`config.mk`:
```
export PLATFORM = sky130hd
export DESIGN_NAME = dma_chan_arbiter
export DESIGN_NICKNAME = d
export VERILOG_FILES = /design/src/rtl/arb_pkg.sv /design/src/rtl/arb_req_qual.sv /design/src/rtl/arb_prio_pick.sv /design/src/rtl/dma_chan_arbiter.sv
export SDC_FILE = /design/constraint.sdc
export NUM_CORES = 1
export LEC_CHECK = 0
export ABC_CLOCK_PERIOD_IN_PS = 1900
export CORE_MARGIN = 5
export CORE_UTILIZATION = 40
export DETAILED_ROUTE_END_ITERATION = 16
export GPL_ROUTABILITY_DRIVEN = 0
export GPL_TIMING_DRIVEN = 0
export MAX_ROUTING_LAYER = met4
export PLACE_DENSITY = 0.72
export SKIP_CTS_REPAIR_TIMING = 1
export SLEW_MARGIN = 10
export SYNTH_ARGS = -nofsm -noshare
export SYNTH_HDL_FRONTEND = slang
export SYNTH_SLANG_ARGS = --single-unit
export TNS_END_PERCENT = 10
```
`constraint.sdc`:
```
create_clock -name clk -period 1.9 [get_ports clk]
set_input_delay 0.475 -clock clk [delete_from_list [all_inputs] [get_ports clk]]
set_output_delay 0.475 -clock clk [all_outputs]
set_load 0.03 [all_outputs]
```
`src/rtl/arb_pkg.sv`:
```
package arb_pkg;
    parameter int unsigned CH_N = 4;
    localparam int unsigned CH_W = $clog2(CH_N);

    typedef logic [CH_N-1:0] ch_vec_t;
    typedef logic [CH_W-1:0] ch_idx_t;

    typedef enum logic [1:0] {
        ST_IDLE  = 2'd0,
        ST_HOLD  = 2'd1,
        ST_SERVE = 2'd2
    } arb_state_e;

    typedef struct packed {
        logic    rotate;
        ch_idx_t last;
    } prio_cfg_t;

    function automatic ch_vec_t idx_to_onehot(ch_idx_t i);
        ch_vec_t v;
        v = '0;
        v[i] = 1'b1;
        return v;
    endfunction
endpackage

```
`src/rtl/arb_req_qual.sv`:
```
module arb_req_qual
    import arb_pkg::*;
(
    input  logic    clk,
    input  logic    rst,
    input  ch_vec_t raw_req,
    input  logic    active_low,
    input  ch_vec_t mask,
    input  ch_vec_t sw_req,
    output ch_vec_t pend
);
    ch_vec_t meta_q, sync_q;

    always_ff @(posedge clk) begin
        if (rst) begin
            meta_q <= '0;
            sync_q <= '0;
        end else begin
            meta_q <= raw_req;
            sync_q <= meta_q;
        end
    end

    for (genvar c = 0; c < CH_N; c++) begin : g_qual
        assign pend[c] = ((sync_q[c] ^ active_low) & ~mask[c]) | sw_req[c];
    end
endmodule

```
`src/rtl/arb_prio_pick.sv`:
```
module arb_prio_pick
    import arb_pkg::*;
(
    input  ch_vec_t   pend,
    input  prio_cfg_t cfg,
    output ch_idx_t   pick,
    output logic      any
);
    ch_idx_t start;
    ch_idx_t cand;

    always_comb begin
        start = cfg.rotate ? ch_idx_t'(cfg.last + 1'b1) : '0;
        pick  = '0;
        any   = 1'b0;
        cand  = '0;
        for (int k = 0; k < CH_N; k++) begin
            cand = ch_idx_t'(start + ch_idx_t'(k));
            if (!any && pend[cand]) begin
                pick = cand;
                any  = 1'b1;
            end
        end
    end

    always_comb begin
        if (any) begin
            a_pick_pending_r12: assert (pend[pick])
                else $error("picked channel not pending");
        end
    end
endmodule

```
`src/rtl/dma_chan_arbiter.sv`:
```
module dma_chan_arbiter
    import arb_pkg::*;
(
    input  logic       clk,
    input  logic       rst,
    input  logic [3:0] hw_req_i,
    input  logic [3:0] mask_i,
    input  logic [3:0] sw_req_i,
    input  logic       req_active_low_i,
    input  logic       ack_active_high_i,
    input  logic       rotate_en_i,
    input  logic       ctrl_disable_i,
    input  logic       grant_i,
    input  logic       done_i,
    output logic       hold_req_o,
    output logic       win_valid_o,
    output logic [1:0] win_idx_o,
    output logic [3:0] ack_o
);
    arb_state_e state_q;
    ch_idx_t    win_q, last_q;
    ch_vec_t    pend, ack_act;
    ch_idx_t    pick;
    logic       any;
    prio_cfg_t  cfg;

    arb_req_qual u_qual (
        .clk        (clk),
        .rst        (rst),
        .raw_req    (hw_req_i),
        .active_low (req_active_low_i),
        .mask       (mask_i),
        .sw_req     (sw_req_i),
        .pend       (pend)
    );

    assign cfg = '{rotate: rotate_en_i, last: last_q};

    arb_prio_pick u_pick (
        .pend (pend),
        .cfg  (cfg),
        .pick (pick),
        .any  (any)
    );

    always_ff @(posedge clk) begin
        if (rst) begin
            state_q <= ST_IDLE;
            win_q   <= '0;
            last_q  <= ch_idx_t'(CH_N - 1);
        end else begin
            unique case (state_q)
                ST_IDLE:  if (!ctrl_disable_i && any) state_q <= ST_HOLD;
                ST_HOLD: begin
                    if (ctrl_disable_i || !any) begin
                        state_q <= ST_IDLE;
                    end else if (grant_i) begin
                        win_q   <= pick;
                        state_q <= ST_SERVE;
                    end
                end
                ST_SERVE: if (done_i) begin
                    last_q  <= win_q;
                    state_q <= ST_IDLE;
                end
                default: state_q <= ST_IDLE;
            endcase
        end
    end

    assign hold_req_o  = (state_q != ST_IDLE);
    assign win_valid_o = (state_q == ST_SERVE);
    assign win_idx_o   = win_q;
    assign ack_act     = win_valid_o ? idx_to_onehot(win_q) : '0;
    assign ack_o       = ack_active_high_i ? ack_act : ~ack_act;

    p_locked_winner_r7: assert property (@(posedge clk) disable iff (rst)
        (win_valid_o && !done_i) |=> (win_valid_o && $stable(win_idx_o)))
        else $error("winner changed during service");

    p_serve_needs_hold_r11: assert property (@(posedge clk) disable iff (rst)
        win_valid_o |-> hold_req_o)
        else $error("service without hold request");

    p_release_after_done_r11: assert property (@(posedge clk) disable iff (rst)
        (win_valid_o && done_i) |=> !hold_req_o)
        else $error("bus not released after done");

    p_disable_blocks_r10: assert property (@(posedge clk) disable iff (rst)
        (!hold_req_o && ctrl_disable_i) |=> !hold_req_o)
        else $error("service started while disabled");

    p_ack_single_r9: assert property (@(posedge clk) disable iff (rst)
        win_valid_o |-> $countones(ack_o ^ {CH_N{~ack_active_high_i}}) == 1)
        else $error("acknowledge not single");
endmodule

```
==> impl_results.md, run 1 <==
* First-pass GRT wire length at 2580 um
* Diodes inserted at 0
* Largest net degree at the start of global routing at 11
* DRC Markers at 0
* Die footprint at 3008 um^2
* Initial antenna violation count at 0
* Clock Sinks at 14
* Final Max Tran Viols at 0
* Failing checks: setup timing
* Core box area at 1942 um^2
* Synth Cell Area at 804.5 um^2
* Register-to-Register Path Depth at 7
* PortBufs at 27
* Reg2reg end: state_q[1]
* Final worst slack at -0.05690 ns
* Count of non-filler cells in the finished layout at 145
* Critical Path End Type: output port
* Hold WC Path Type: register to register
* Worst-Margin Slew at 0.4518 ns
* Synth warn at 0
* Hold endpoint: u_qual.sync_q[3]
* Hold Slack at 0.4386 ns
* Final Skew at 0.009354 ns
* Share of layout cells above drive strength 1 at 23.73%
* Final number of hold-violating endpoints at 0
* Util after Layout at 61.66%
* DR iter-0 viols at 26
* Final ANT Viol Nets at 0
* Vias at 706
* Worst Hold Depth at 1
* Area after DPL at 1117 um^2
* Design Area, Final at 1197 um^2
* Worst reg2reg setup slack at 0.29 ns
* Post-DR vias/cell at 4.869
* Total wire length at 1706 um
* First drt pass iteration count at 4
* Post-synthesis register bit count at 14
* Register area at 284.0 um^2
* Final setup violation count at 4
* Count of cell types in the netlist at 34
* Tmin final at 1.957 ns
* TritonCTS clock tree: done
* Setup TNS at -0.1575 ns
* Reg clk slew, reported paths at 0.08 ns
* Vias in the first global route at 656
* WL per Instance at 11.77 um
* Maximum clock insertion buffer count at 2
* Synthesized area per cell at 9.355 um^2
* Critical path arrival at 1.48 ns
* CP startpoint kind: primary input
* Number of max-cap violations at 0
* Syn Inst Count at 86
* Kind of critical path: primary input to output port
* Placed wire-length estimate at 1286 um
* Fmax at 0.5110 GHz
* Initial Util at 41.43%
* Die Wd at 54.85 um
* Filler cells at 182
* Die Y at 54.85 um
* LEAKAGE at 0.5211 nW
* Pwr Density at 569.6 nW/um^2
* Seq/Total Area, Yosys at 34.84%
* Placed Cells at 140
* Slew HR at 69.88%
* Area of the multi-input gates at 543.0 um^2
* Unrepaired setup endpoints after global routing: true
* Req. time, crit path at 1.42 ns
* Final net count at 139
* Synth Net Count at 106
* Status: finished with violations
* GRT Resource Usage Total at 12.09%
* Maximum vdd drop at 0.4390 mV
* CTS root buf: clkbuf_4
* Tcrit/Tclk final at 103.0%
* Hold_sp: u_qual.meta_q[3]
* Total grt overflow at 0
* Syn-to-layout area delta at 48.83%
* IO Pins at 28
* H-tree depth at 1
* Row cnt at 16
* Reg-to-Reg Start: u_qual.sync_q[1]
* Clock Latency Late Sink at 0.29 ns
* Max FO, Critical Path at 4
* CTS buffer count at 3
## logic make-up (layout without fill, tap and decap cells)
kind of cell | after synthesis | after routing | synth area share, %
and+or+nand+nor | 37 | 37 | 30.64
AOI/OAI and AO/OA | 22 | 22 | 23.48
DFF | 14 | 14 | 34.84
xor gates and xnor gates | 8 | 8 | 8.710
buffers and inverters | 5 | 37 | 2.333
## Yosys cell counts
cell / n / area, um^2
a211o_1: 2 / 17.52
a211oi_1: 2 / 15.01
a21o_2: 1 / 8.760
a21oi_1: 4 / 20.02
a21oi_2: 2 / 17.52
a22oi_1: 1 / 7.510
a311oi_1: 1 / 8.760
a32o_1: 1 / 10.01
a32oi_1: 1 / 8.760
a41o_2: 1 / 11.26
and2_1: 1 / 6.260
and3_1: 2 / 12.51
clkbuf_1: 2 / 7.510
dfxtp_1: 14 / 280.3
inv_1: 3 / 11.26
nand2_1: 8 / 30.03
nand3_1: 1 / 5.000
nand4b_1: 1 / 8.760
nor2_1: 6 / 22.52
nor2b_1: 11 / 68.82
nor3b_1: 1 / 7.510
nor3b_2: 1 / 12.51
nor4_4: 1 / 21.27
nor4b_1: 1 / 8.760
nor4bb_4: 1 / 25.02
o211ai_1: 1 / 7.510
o21ai_0: 1 / 5.000
o21ai_1: 1 / 5.000
o21ai_2: 1 / 8.760
o21bai_4: 2 / 37.54
or2_2: 1 / 6.260
or3_4: 1 / 11.26
xnor2_1: 5 / 43.79
xor2_1: 3 / 26.28
## routing by layer
metal | part of all wire [%] | GRT usage (%) | up-vias | wire, um
li1 | - | - | 368 | -
met1 | 45 | 14.52 | 309 | 774
met2 | 47 | 19.09 | 25 | 802
met3 | 5.9 | 1.635 | 4 | 101
met4 | 1.6 | 7.054 | 0 | 28
met5 | 0 | - | - | 0
## layout make-up
| type | count | area share (%) |
|---|---|---|
| Inverter | 3 | 0.9404 |
| Clock buffer | 4 | 3.030 |
| Timing Repair Buffer | 28 | 23.20 |
| Tap cell | 27 | 2.821 |
| Multi-Input combinational cell | 67 | 45.35 |
| Buffer | 2 | 0.9404 |
| Sequential cell | 14 | 23.72 |
## worst max-delay path: stages
cell             delay [ns]
clkdlybuf4s50_1        0.64
xor2_2                 0.16
buf_2                  0.21
## stage by stage
step	setup WS [ns]	total power, mW
after global placement	-0.5094	0.4711
after detailed placement	-0.5374	0.4733
after global routing	-0.1430	0.7107
after floorplan	0.01119	0.4005
after CTS	-0.7007	0.6806
final	-0.05690	0.6821
## placed cells by master, fill, tap and decap left out, types with 2 or more instances in the layout
cell | Yosys | layout
nor2b_1 | 11 | 10
a211oi_1 | 2 | 2
xor2_2 | 0 | 3
inv_1 | 3 | 3
dfxtp_1 | 14 | 13
nor2_1 | 6 | 6
xnor2_1 | 5 | 5
a211o_1 | 2 | 2
buf_4 | 0 | 5
clkdlybuf4s50_1 | 0 | 18
clkbuf_4 | 0 | 3
nand2_1 | 8 | 8
o21bai_4 | 2 | 2
dlymetal6s2s_1 | 0 | 5
a21oi_1 | 4 | 4
and3_1 | 2 | 2
nor3b_2 | 1 | 2
## where the power goes
group	switching (mW)	internal, mW
Clock	0.0972	0.117
Sequential	0.00661	0.303
Combinational	0.0738	0.0844
## worst max path at each step
stage | start | end | cells after the start
finish | ack_active_high_i | ack_o[3] | 3
global route | state_q[1] | ack_o[2] | 6
CTS | state_q[1] | ack_o[0] | 5
detailed placement | ack_active_high_i | ack_o[1] | 3
global placement | ack_active_high_i | ack_o[1] | 3
floorplan | state_q[1] | ack_o[0] | 4
## sequential cells by signal, indices dropped and copies added (netlist names)
name and count:
last_q 2, state_q 2, u_qual.meta_q 4, u_qual.sync_q 4
win_idx_o 2
Power figures use the tool's default switching activity.
==> run 2, diff against run 1 <==
CORE_MARGIN = 2   (was 5)
PLACE_DENSITY = 0.8   (was 0.72)
==> impl_results.md, run 2 (same netlist as run 1, synthesis figures left out) <==
* Status: finished with violations
* Failing checks: setup timing
* Die footprint at 2386 um^2 (-21%)
* Vias in the first global route at 618 (-5.8%)
* Final number of hold-violating endpoints at 0 (unchanged)
* DR iter-0 viols at 17 (-35%)
* TritonCTS clock tree: done
* LEAKAGE at 0.5219 nW (+0.16%)
* Worst reg2reg setup slack at 0.24 ns (-0.05 ns)
* First-pass GRT wire length at 2642 um (+2.4%)
* Clock Sinks at 14 (unchanged)
* Die Wd at 48.85 um (-11%)
* Final ANT Viol Nets at 0 (unchanged)
* Most common cell after layout, fill and taps aside: clkdlybuf4s50_1
* Final Max Tran Viols at 0 (unchanged)
* Core box area at 1922 um^2 (-1.0%)
* Hold Slack at 0.4372 ns (-0.001408 ns)
* Total wire length at 1587 um (-7.0%)
* Number of max-cap violations at 0 (unchanged)
* CTS buffer count at 3 (unchanged)
* GRT Resource Usage Total at 14.61% (+2.5 points)
* Post-DR vias/cell at 5.007 (+2.8%)
* Setup TNS at -0.04646 ns (+0.1110 ns)
* Req. time, crit path at 1.42 ns (about the same)
* Vias at 721 (+2.1%)
* Final setup violation count at 2 (-2)
* Placed Cells at 140 (unchanged)
* Critical path arrival at 1.46 ns (-0.02 ns)
* Largest net degree at the start of global routing at 11 (unchanged)
* H-tree depth at 1 (unchanged)
* Final net count at 138 (-0.72%)
* Syn-to-layout area delta at 46.03%
* Slew HR at 71.41% (+1.5 points)
* Total power at 0.6703 mW (-1.7%)
* Hold WC Path Type: register to register
* Dpl ws at -0.5171 ns (+0.02036 ns)
* Design Area, Final at 1175 um^2 (-1.9%)
* Worst-Margin Slew at 0.4289 ns (-0.02289 ns)
* CTS root buf: clkbuf_4
* Reg clk slew, reported paths at 0.08 ns (about the same)
* Share of layout cells above drive strength 1 at 22.22% (-1.5 points)
* Count of non-filler cells in the finished layout at 144 (-0.69%)
* Critical Path End Type: output port
* Util after Layout at 61.13% (-0.53 points)
* Reg2reg end: win_idx_o[1]
* Hold_sp: u_qual.meta_q[0]
* Pwr Density at 570.5 nW/um^2 (+0.16%)
* Row cnt at 16 (unchanged)
* Register-to-Register Path Depth at 6 (-1)
* Area after DPL at 1117 um^2 (unchanged)
* Tmin final at 1.935 ns (-0.02167 ns)
* Unrepaired setup endpoints after global routing: true
* CP startpoint kind: register
* Maximum clock insertion buffer count at 2 (unchanged)
* Maximum vdd drop at 0.5697 mV (+30%)
* Clock Latency Late Sink at 0.28 ns (about the same)
* WL per Instance at 11.02 um (-6.3%)
* Kind of critical path: register to output port
* PortBufs at 27 (unchanged)
* IO Pins at 28 (unchanged)
* Placed wire-length estimate at 1223 um (-4.9%)
* Tcrit/Tclk final at 101.9% (-1.1 points)
* Reg-to-Reg Start: u_qual.sync_q[1]
* Diodes inserted at 0 (unchanged)
* Fmax at 0.5167 GHz (+1.1%)
* Max FO, Critical Path at 9 (+5)
* First drt pass iteration count at 4 (unchanged)
* Filler cells at 173 (-4.9%)
* Biggest regs: u_qual.meta_q (4), u_qual.sync_q (4)
* Initial antenna violation count at 0 (unchanged)
* Final Skew at 0.004717 ns (-0.004637 ns)
* Die Y at 48.85 um (-11%)
* Most frequent cells in the layout: clkdlybuf4s50_1 (17), dfxtp_1 (13), nor2b_1 (11)
* Hold endpoint: u_qual.sync_q[0]
* DRC Markers at 0 (unchanged)
* Worst Hold Depth at 1 (unchanged)
* Total grt overflow at 0 (unchanged)
* Final worst slack at -0.03523 ns (+0.02167 ns)
* Initial Util at 41.86% (+0.43 points)
==> run 2: final cells by class <==
| class | instances | area (um^2) | share of cell area [%] |
|---|---|---|---|
| inverter | 3 | 11.26 | 0.9585 |
| sequential | 14 | 281.5 | 23.96 |
| timing repair buffer | 27 | 272.8 | 23.22 |
| multi-input combinational | 67 | 528.0 | 44.94 |
| tap | 27 | 33.78 | 2.875 |
| clock buffer | 4 | 36.28 | 3.088 |
| buffer | 2 | 11.26 | 0.9585 |
==> run 2: how the worst max path moves through the flow <==
stage                      startpoint        to  slack [ns]  cells past startpoint
detailed placement  ack_active_high_i  ack_o[2]       -0.52                      3
floorplan                  state_q[1]  ack_o[0]        0.01                      4
global route               state_q[1]  ack_o[1]       -0.14                      6
finish                     state_q[1]  ack_o[1]       -0.04                      6
CTS                        state_q[1]  ack_o[0]       -0.69                      5
global placement    ack_active_high_i  ack_o[1]       -0.49                      3
==> run 2: where the power goes <==
group	internal, mW	leakage (nW)	switching, mW
clock network	0.117	0.0210	0.0898
registers	0.304	0.115	0.00663
logic	0.0823	0.385	0.0706
total	0.503	0.522	0.167
==> run 2: metal layers <==
| layer | GRT usage, % | vias to the layer above | routed length [um] |
|---|---|---|---|
| li1 | - | 363 | - |
| met1 | 16.99 | 335 | 678 |
| met2 | 23.29 | 19 | 783 |
| met3 | 2.147 | 4 | 82 |
| met4 | 10.00 | 0 | 42 |
| met5 | - | - | 0 |
==> run 2: worst max-delay path, stage by stage, from the launching register on <==
cell	delay [ns]
dfxtp_2	0.37
nor2b_1	0.14
buf_4	0.15
nand2_1	0.06
nor2_1	0.12
xnor2_1	0.12
clkbuf_2	0.22
